<file path="src/rtl/mvx_pkg.sv">
package mvx_pkg;

  typedef enum logic [2:0] {
    OP_CMP_NZ   = 3'd0,
    OP_CMP_GE   = 3'd1,
    OP_MASK_INV = 3'd2,
    OP_SEL_A    = 3'd3,
    OP_SEL_B    = 3'd4,
    OP_ADD      = 3'd5
  } vecOp_e;

  // strobes from control to datapath
  typedef struct packed {
    logic setNz;
    logic setGe;
    logic invert;
    logic armScan;
    logic retire;
  } ctlStrobe_t;

endpackage

</file>
<file path="src/rtl/mvx_ctl.sv">
module mvx_ctl
  import mvx_pkg::*;
#(
  parameter int N      = 8,
  parameter int IDX_W  = $clog2(N),
  parameter int LEN_W  = $clog2(N + 1)
) (
  input  logic             clk,
  input  logic             rstN,
  input  logic             cmdValid,
  input  logic [2:0]       cmdOp,
  input  logic             cmdDense,
  input  logic [LEN_W-1:0] cmdLen,
  input  logic [N-1:0]     maskQ,
  input  logic             scanHit,
  input  logic [IDX_W-1:0] scanIdx,
  input  logic             scanLast,
  output ctlStrobe_t       strobe,
  output logic [LEN_W-1:0] vlenArm,
  output logic [LEN_W-1:0] vlenQ,
  output vecOp_e           opQ,
  output logic             busy,
  output logic             done,
  output logic             wrEn,
  output logic [IDX_W-1:0] wrIdx
);

  localparam logic [LEN_W-1:0] MaxLen = LEN_W'(N);

  logic             busyQ;
  logic             denseQ;
  logic [LEN_W-1:0] cntQ;
  logic             accept;
  logic             isMaskOp;

  assign vlenArm  = (cmdLen > MaxLen) ? MaxLen : cmdLen;
  assign accept   = cmdValid && !busyQ && (cmdOp <= 3'd5);
  assign isMaskOp = (opQ == OP_CMP_NZ) || (opQ == OP_CMP_GE) || (opQ == OP_MASK_INV);
  assign busy     = busyQ;

  always_comb begin
    strobe         = '0;
    strobe.armScan = accept;
    wrEn           = 1'b0;
    wrIdx          = '0;
    done           = 1'b0;
    if (busyQ) begin
      if (isMaskOp) begin
        strobe.setNz  = (opQ == OP_CMP_NZ);
        strobe.setGe  = (opQ == OP_CMP_GE);
        strobe.invert = (opQ == OP_MASK_INV);
        done          = 1'b1;
      end else if (denseQ) begin
        wrEn          = scanHit;
        wrIdx         = scanIdx;
        strobe.retire = scanHit;
        done          = !scanHit || scanLast;
      end else begin
        wrIdx = cntQ[IDX_W-1:0];
        wrEn  = (cntQ < vlenQ) && maskQ[cntQ[IDX_W-1:0]];
        done  = ((cntQ + LEN_W'(1)) >= vlenQ);
      end
    end
  end

  always_ff @(posedge clk or negedge rstN) begin
    if (!rstN) begin
      busyQ  <= 1'b0;
      denseQ <= 1'b0;
      vlenQ  <= '0;
      cntQ   <= '0;
      opQ    <= OP_CMP_NZ;
    end else if (accept) begin
      busyQ  <= 1'b1;
      denseQ <= cmdDense;
      vlenQ  <= vlenArm;
      cntQ   <= '0;
      opQ    <= vecOp_e'(cmdOp);
    end else if (busyQ) begin
      cntQ <= cntQ + LEN_W'(1);
      if (done) busyQ <= 1'b0;
    end
  end

endmodule

</file>
<file path="src/rtl/mvx_dp.sv">
module mvx_dp
  import mvx_pkg::*;
#(
  parameter int N      = 8,
  parameter int DATA_W = 16,
  parameter int IDX_W  = $clog2(N),
  parameter int LEN_W  = $clog2(N + 1)
) (
  input  logic              clk,
  input  logic              rstN,
  input  ctlStrobe_t        strobe,
  input  logic [LEN_W-1:0]  vlenArm,
  input  logic [LEN_W-1:0]  vlenQ,
  input  vecOp_e            opQ,
  input  logic [IDX_W-1:0]  wrIdx,
  input  logic [N*DATA_W-1:0] vecA,
  input  logic [N*DATA_W-1:0] vecB,
  output logic [N-1:0]      maskQ,
  output logic              scanHit,
  output logic [IDX_W-1:0]  scanIdx,
  output logic              scanLast,
  output logic [DATA_W-1:0] wrData
);

  logic [DATA_W-1:0] elemA [N];
  logic [DATA_W-1:0] elemB [N];
  logic [N-1:0]      cmpNz;
  logic [N-1:0]      cmpGe;
  logic [N-1:0]      pendQ;
  logic [N-1:0]      lowBit;
  logic [N-1:0]      runLen;
  logic [N-1:0]      armLen;

  function automatic logic [N-1:0] lenMask(input logic [LEN_W-1:0] len);
    logic [N-1:0] m;
    for (int i = 0; i < N; i++) m[i] = (LEN_W'(i) < len);
    return m;
  endfunction

  for (genvar g = 0; g < N; g++) begin : g_elem
    assign elemA[g] = vecA[g*DATA_W +: DATA_W];
    assign elemB[g] = vecB[g*DATA_W +: DATA_W];
    assign cmpNz[g] = |elemA[g];
    assign cmpGe[g] = $signed(elemA[g]) >= $signed(elemB[g]);
  end

  assign runLen = lenMask(vlenQ);
  assign armLen = lenMask(vlenArm);

  always_ff @(posedge clk or negedge rstN) begin
    if (!rstN) begin
      maskQ <= '0;
    end else if (strobe.setNz) begin
      maskQ <= cmpNz & runLen;
    end else if (strobe.setGe) begin
      maskQ <= cmpGe & runLen;
    end else if (strobe.invert) begin
      maskQ <= ~maskQ & runLen;
    end
  end

  // lowest pending bit, isolated
  assign lowBit   = pendQ & (~pendQ + N'(1));
  assign scanLast = ((pendQ & ~lowBit) == '0);

  always_comb begin
    scanHit = 1'b0;
    scanIdx = '0;
    for (int i = N - 1; i >= 0; i--) begin
      if (pendQ[i]) begin
        scanHit = 1'b1;
        scanIdx = IDX_W'(i);
      end
    end
  end

  always_ff @(posedge clk or negedge rstN) begin
    if (!rstN) begin
      pendQ <= '0;
    end else if (strobe.armScan) begin
      pendQ <= maskQ & armLen;
    end else if (strobe.retire) begin
      pendQ <= pendQ & ~lowBit;
    end
  end

  always_comb begin
    case (opQ)
      OP_SEL_B: wrData = elemB[wrIdx];
      OP_ADD:   wrData = elemA[wrIdx] + elemB[wrIdx];
      default:  wrData = elemA[wrIdx];
    endcase
  end

endmodule

</file>
<file path="src/rtl/mvx_masked_exec.sv">
module mvx_masked_exec
  import mvx_pkg::*;
#(
  parameter int N      = 8,
  parameter int DATA_W = 16,
  localparam int IDX_W = $clog2(N),
  localparam int LEN_W = $clog2(N + 1)
) (
  input  logic                clk,
  input  logic                rstN,
  input  logic                cmdValid,
  input  logic [2:0]          cmdOp,
  input  logic                cmdDense,
  input  logic [LEN_W-1:0]    cmdLen,
  input  logic [N*DATA_W-1:0] vecA,
  input  logic [N*DATA_W-1:0] vecB,
  output logic                busy,
  output logic                done,
  output logic [N-1:0]        maskOut,
  output logic                wrEn,
  output logic [IDX_W-1:0]    wrIdx,
  output logic [DATA_W-1:0]   wrData
);

  ctlStrobe_t       strobe;
  logic [LEN_W-1:0] vlenArm;
  logic [LEN_W-1:0] vlenQ;
  vecOp_e           opQ;
  logic             scanHit;
  logic [IDX_W-1:0] scanIdx;
  logic             scanLast;

  mvx_ctl #(.N(N), .IDX_W(IDX_W), .LEN_W(LEN_W)) u_ctl (
    .clk(clk), .rstN(rstN), .cmdValid(cmdValid), .cmdOp(cmdOp),
    .cmdDense(cmdDense), .cmdLen(cmdLen), .maskQ(maskOut),
    .scanHit(scanHit), .scanIdx(scanIdx), .scanLast(scanLast),
    .strobe(strobe), .vlenArm(vlenArm), .vlenQ(vlenQ), .opQ(opQ),
    .busy(busy), .done(done), .wrEn(wrEn), .wrIdx(wrIdx)
  );

  mvx_dp #(.N(N), .DATA_W(DATA_W), .IDX_W(IDX_W), .LEN_W(LEN_W)) u_dp (
    .clk(clk), .rstN(rstN), .strobe(strobe), .vlenArm(vlenArm),
    .vlenQ(vlenQ), .opQ(opQ), .wrIdx(wrIdx), .vecA(vecA), .vecB(vecB),
    .maskQ(maskOut), .scanHit(scanHit), .scanIdx(scanIdx),
    .scanLast(scanLast), .wrData(wrData)
  );

endmodule

</file>
<file path="config.mk">
export PLATFORM = sky130hd
export DESIGN_NAME = mvx_masked_exec
export DESIGN_NICKNAME = d
export VERILOG_FILES = /design/src/rtl/mvx_pkg.sv /design/src/rtl/mvx_ctl.sv /design/src/rtl/mvx_dp.sv /design/src/rtl/mvx_masked_exec.sv
export SDC_FILE = /design/constraint.sdc
export NUM_CORES = 1
export LEC_CHECK = 0
export ABC_AREA = 1
export BUFFER_PORTS_ARGS = -buffer_cell sky130_fd_sc_hd__buf_2
export CAP_MARGIN = 20
export CORE_ASPECT_RATIO = 0.7
export CORE_MARGIN = 2
export CORE_UTILIZATION = 30
export DETAILED_ROUTE_END_ITERATION = 6
export PLACE_DENSITY_LB_ADDON = 0.2
export SYNTH_ARGS = -nofsm -noshare
export SYNTH_HDL_FRONTEND = slang
export SYNTH_SLANG_ARGS = --single-unit
</file>
<file path="constraint.sdc">
create_clock -name clk -period 3.95 [get_ports clk]
set_input_delay 0.9875 -clock clk [delete_from_list [all_inputs] [get_ports clk]]
set_output_delay 0.9875 -clock clk [all_outputs]
set_load 0.01 [all_outputs]
</file>
==> run summary <==
### Synthesis
• Most used DFF post-synth: sky130_fd_sc_hd__dfrtp_1
• post-synthesis instance total: 1483
• most frequent cells after synthesis: sky130_fd_sc_hd__nand2_1 (314), sky130_fd_sc_hd__inv_1 (242), sky130_fd_sc_hd__ha_1 (152), sky130_fd_sc_hd__a21oi_1 (133), sky130_fd_sc_hd__o21ai_0 (120)
• count of state elements after synthesis: 29
• net count of the mapped netlist: 1903
• number of enable-type register cells in the synthesized netlist: 0
• post-synthesis cell area: 8870 µm²
• leading cell type by number of instances after synthesis: sky130_fd_sc_hd__nand2_1
• asr flop ratio synth: 1.00
• fraction of the yosys area taken by sequential cells: 0.0818
• Yosys top cell by area: sky130_fd_sc_hd__ha_1
• Synth top area share: 0.214
• mean instance size in the synthesized netlist: 5.98 µm²
• count of synthesis-stage warnings from yosys: 0
• Area contributors post-synth: sky130_fd_sc_hd__ha_1 (21%), sky130_fd_sc_hd__nand2_1 (13%), sky130_fd_sc_hd__inv_1 (10%)
• number of unique standard cell types used by synthesis: 50

### Global route
• maximum number of pins on one net before global-route repair: 33
• first-pass GRT wire length: 75500 µm
• met1 Resource Use GR: 0.491
• global routing usage summed across all routing layers: 0.326
• fraction of met2 tracks used by global routing: 0.459
• GRT overflow: 0
• busiest layer in global routing: met1
• vias in the first global route: 12273
• met3 track demand over resource: 0.0945
• antenna violations before repair: 2

### Critical path
• family with the most delay on the worst path: simple AND/OR/NAND/NOR gates
• maximum fanout along the worst path: 23
• crit start category: flip-flop
• required time at the endpoint of the critical path: 2960 ps
• Most common cell on crit path: sky130_fd_sc_hd__nand2_1
• Critical-path top delay cell: sky130_fd_sc_hd__dfrtp_1
• type of the worst setup path: flip-flop to output port
• nature of the critical path endpoint: output port
• Critical path buffers and inverters: 5
• critical path's largest stage delay: 390 ps
• CP arrival: 3890 ps

### Detailed routing
• residual DRC count: 0
• number of detailed-routing iterations run before antenna repair: 6
• average wire per cell in the routed design: 20.9 µm
• via count: 13139
• Final Routed Wirelength: 52000 µm
• final antenna-violating net count: 0
• routed via count divided by cell count: 5.29
• iteration-0 DRC count of the detailed router: 1341

### Die
• I/O pin cnt: 297
• horizontal die dimension: 210 µm
• row count: 52
• core outline area: 29000 µm²
• overall die height: 148 µm
• die footprint: 31000 µm²
• Initial Util: 0.306

### Outcome
• failing checks: setup timing
• outcome: complete, but fails checks

### Hold path
• type of the most critical hold path: flip-flop to flip-flop

### Final layout
• fraction of final layout cells with drive strength greater than 1: 0.367
• net count reported at finish: 2525
• area delta synth->final: 60.4%
• final-layout fill cell count: 3099
• area of all placed cells without fillers: 14200 µm²

### Pwr
• sum of internal, switching and leakage power: 8.90 mW
• leakage power figure: 7.97 nW
• Worst VDD drop: 338 µV
• power density cells: 625 nW/µm²

### Job
• Max Cap Viol: 0

### STA
• Hold Violations, Final: 0
• Period Utilization, post-route: 1.23
• slew at the pin closest to its max-slew limit: 702 ps
• maximum frequency from static timing analysis: 205 MHz
• max_slew headroom: 0.532
• hold slack final: 582 ps
• final setup margin: -928 ps
• setup repair after global routing missed its margin: true
• Final TNS setup: -11090 ps
• Final setup violation count: 15
• time the final worst path needs with I/O delays and setup: 4880 ps
• number of max-slew violations in the final report: 0
• final setup skew: 2.53 ps

### Placed design
• DPL Wire Length: 45000 µm
• Port Buffers: 296
• gp weighted congestion: 1.04
• area of placed instances: 13300 µm²
• DP Worst Slack: -727 ps

### Clock network
• TritonCTS clock tree: built
• clock-pin slew on the worst setup and hold paths: 60 ps
• clock root buffer: sky130_fd_sc_hd__clkbuf_16
• clock latency on the worst-skew pair: 280 ps
• maximum count of clock buffers along a single path: 2
• count of H-tree levels built during CTS: 2
• clock sink count: 29
• Num CTS Buffers: 5

flip-flops by register name, summed over array words and instances (netlist names):
| register | count |
|---|---|
| u_ctl.opQ | 3 |
| u_dp.maskQ | 8 |
| u_ctl.cntQ | 4 |
| u_ctl.vlenQ | 4 |
| u_dp.pendQ | 8 |
| u_ctl.denseQ | 1 |
| u_ctl.busy | 1 |
power breakdown:
part	total [mW]	switching, mW	internal, mW
clock network	0.468	0.153	0.315
logic	7.88	4.33	3.55
registers	0.545	0.125	0.420
total	8.90	4.61	4.29
layout make-up:
class	instances	area, µm²	share of cell area
multi-input cells	1155	7320	0.514
repair buffers	667	4610	0.324
inverters	247	932	0.0655
flip-flops and latches	29	726	0.0510
well taps	378	473	0.0332
clock buffers	7	143	0.0100
clock inverters	1	30.0	0.00211
diodes	1	2.50	0.000176
tightest hold or removal path: stages, from the launching register on:
cell and delay, ps:
sky130_fd_sc_hd__dfrtp_1 390, sky130_fd_sc_hd__nand2_1 60, sky130_fd_sc_hd__o21ai_0 90
path summary, 6_finish.rpt:
path | from | endpoint | slack, ps | cells past startpoint
setup / recovery | u_dp.pendQ[6] | wrData[13] | -930 | 27
hold / removal | u_ctl.vlenQ[2] | u_ctl.vlenQ[2] | 580 | 2
setup reg to reg | u_ctl.busy | u_dp.pendQ[7] | 1790 | 8
hold reg to reg | u_ctl.vlenQ[2] | u_ctl.vlenQ[2] | 580 | 2
max in group asynchronous | rstN | u_ctl.vlenQ[1] | 2740 | 1
min in group asynchronous | rstN | u_dp.pendQ[6] | 750 | 1
routing by layer:
metal  vias to the layer above  wire length [µm]
met4                         0               650
met5                         -                 0
met3                        39              6100
li1                       6324                 -
met2                       685             20200
met1                      6091             25100
repair_timing:
item                       4_1_cts  5_1_grt
pin swaps                       25       25
hold buffers                     0        0
resized for setup               84       38
setup buffers                   20        5
cloned                           4        3
setup endpoints to repair       15       16
cell usage in the layout (no fill, tap or decap), types with 3 or more instances in the layout:
cell and n:
sky130_fd_sc_hd__a21boi_1 5, sky130_fd_sc_hd__a21o_1 3, sky130_fd_sc_hd__a21oi_1 126, sky130_fd_sc_hd__a21oi_2 7, sky130_fd_sc_hd__buf_12 11, sky130_fd_sc_hd__buf_16 4
sky130_fd_sc_hd__buf_2 292, sky130_fd_sc_hd__buf_4 343, sky130_fd_sc_hd__buf_6 14, sky130_fd_sc_hd__clkbuf_16 7, sky130_fd_sc_hd__dfrtp_1 29, sky130_fd_sc_hd__ha_1 145
sky130_fd_sc_hd__ha_4 6, sky130_fd_sc_hd__inv_1 239, sky130_fd_sc_hd__inv_2 6, sky130_fd_sc_hd__mux2i_1 4, sky130_fd_sc_hd__nand2_1 297, sky130_fd_sc_hd__nand2_2 16
sky130_fd_sc_hd__nand2_4 4, sky130_fd_sc_hd__nand3_1 89, sky130_fd_sc_hd__nand3_2 12, sky130_fd_sc_hd__nand3b_1 6, sky130_fd_sc_hd__nand4_1 24, sky130_fd_sc_hd__nor2_1 77
sky130_fd_sc_hd__nor2_2 3, sky130_fd_sc_hd__nor3_1 12, sky130_fd_sc_hd__nor4_1 28, sky130_fd_sc_hd__o211ai_1 59, sky130_fd_sc_hd__o21a_1 13, sky130_fd_sc_hd__o21a_4 4
sky130_fd_sc_hd__o21ai_0 94, sky130_fd_sc_hd__o21ai_1 46, sky130_fd_sc_hd__o21ai_2 14, sky130_fd_sc_hd__o21bai_1 4, sky130_fd_sc_hd__o22ai_1 10, sky130_fd_sc_hd__or2_2 6
sky130_fd_sc_hd__xnor2_1 4
metrics by stage:
| step | cells | utilization |
|---|---|---|
| CTS | 2476 | 0.482 |
| global placement | 2444 | 0.457 |
| floorplan | 1483 | - |
| detailed placement | 2444 | 0.457 |
| global route | 2485 | 0.491 |
| finish | 2485 | 0.491 |
cells by family (layout without fill, tap and decap cells):
logic type	count (synthesis)	in the layout	share of synthesized area
mux	4	4	0.00451
flops	29	29	0.0818
simple gates	582	583	0.286
fa+ha+maj	153	153	0.217
compound gates	409	409	0.266
buf+inv	300	922	0.139
xor+xnor	6	6	0.00592
other cells	0	1	0
(Power assumes the default switching activity.)
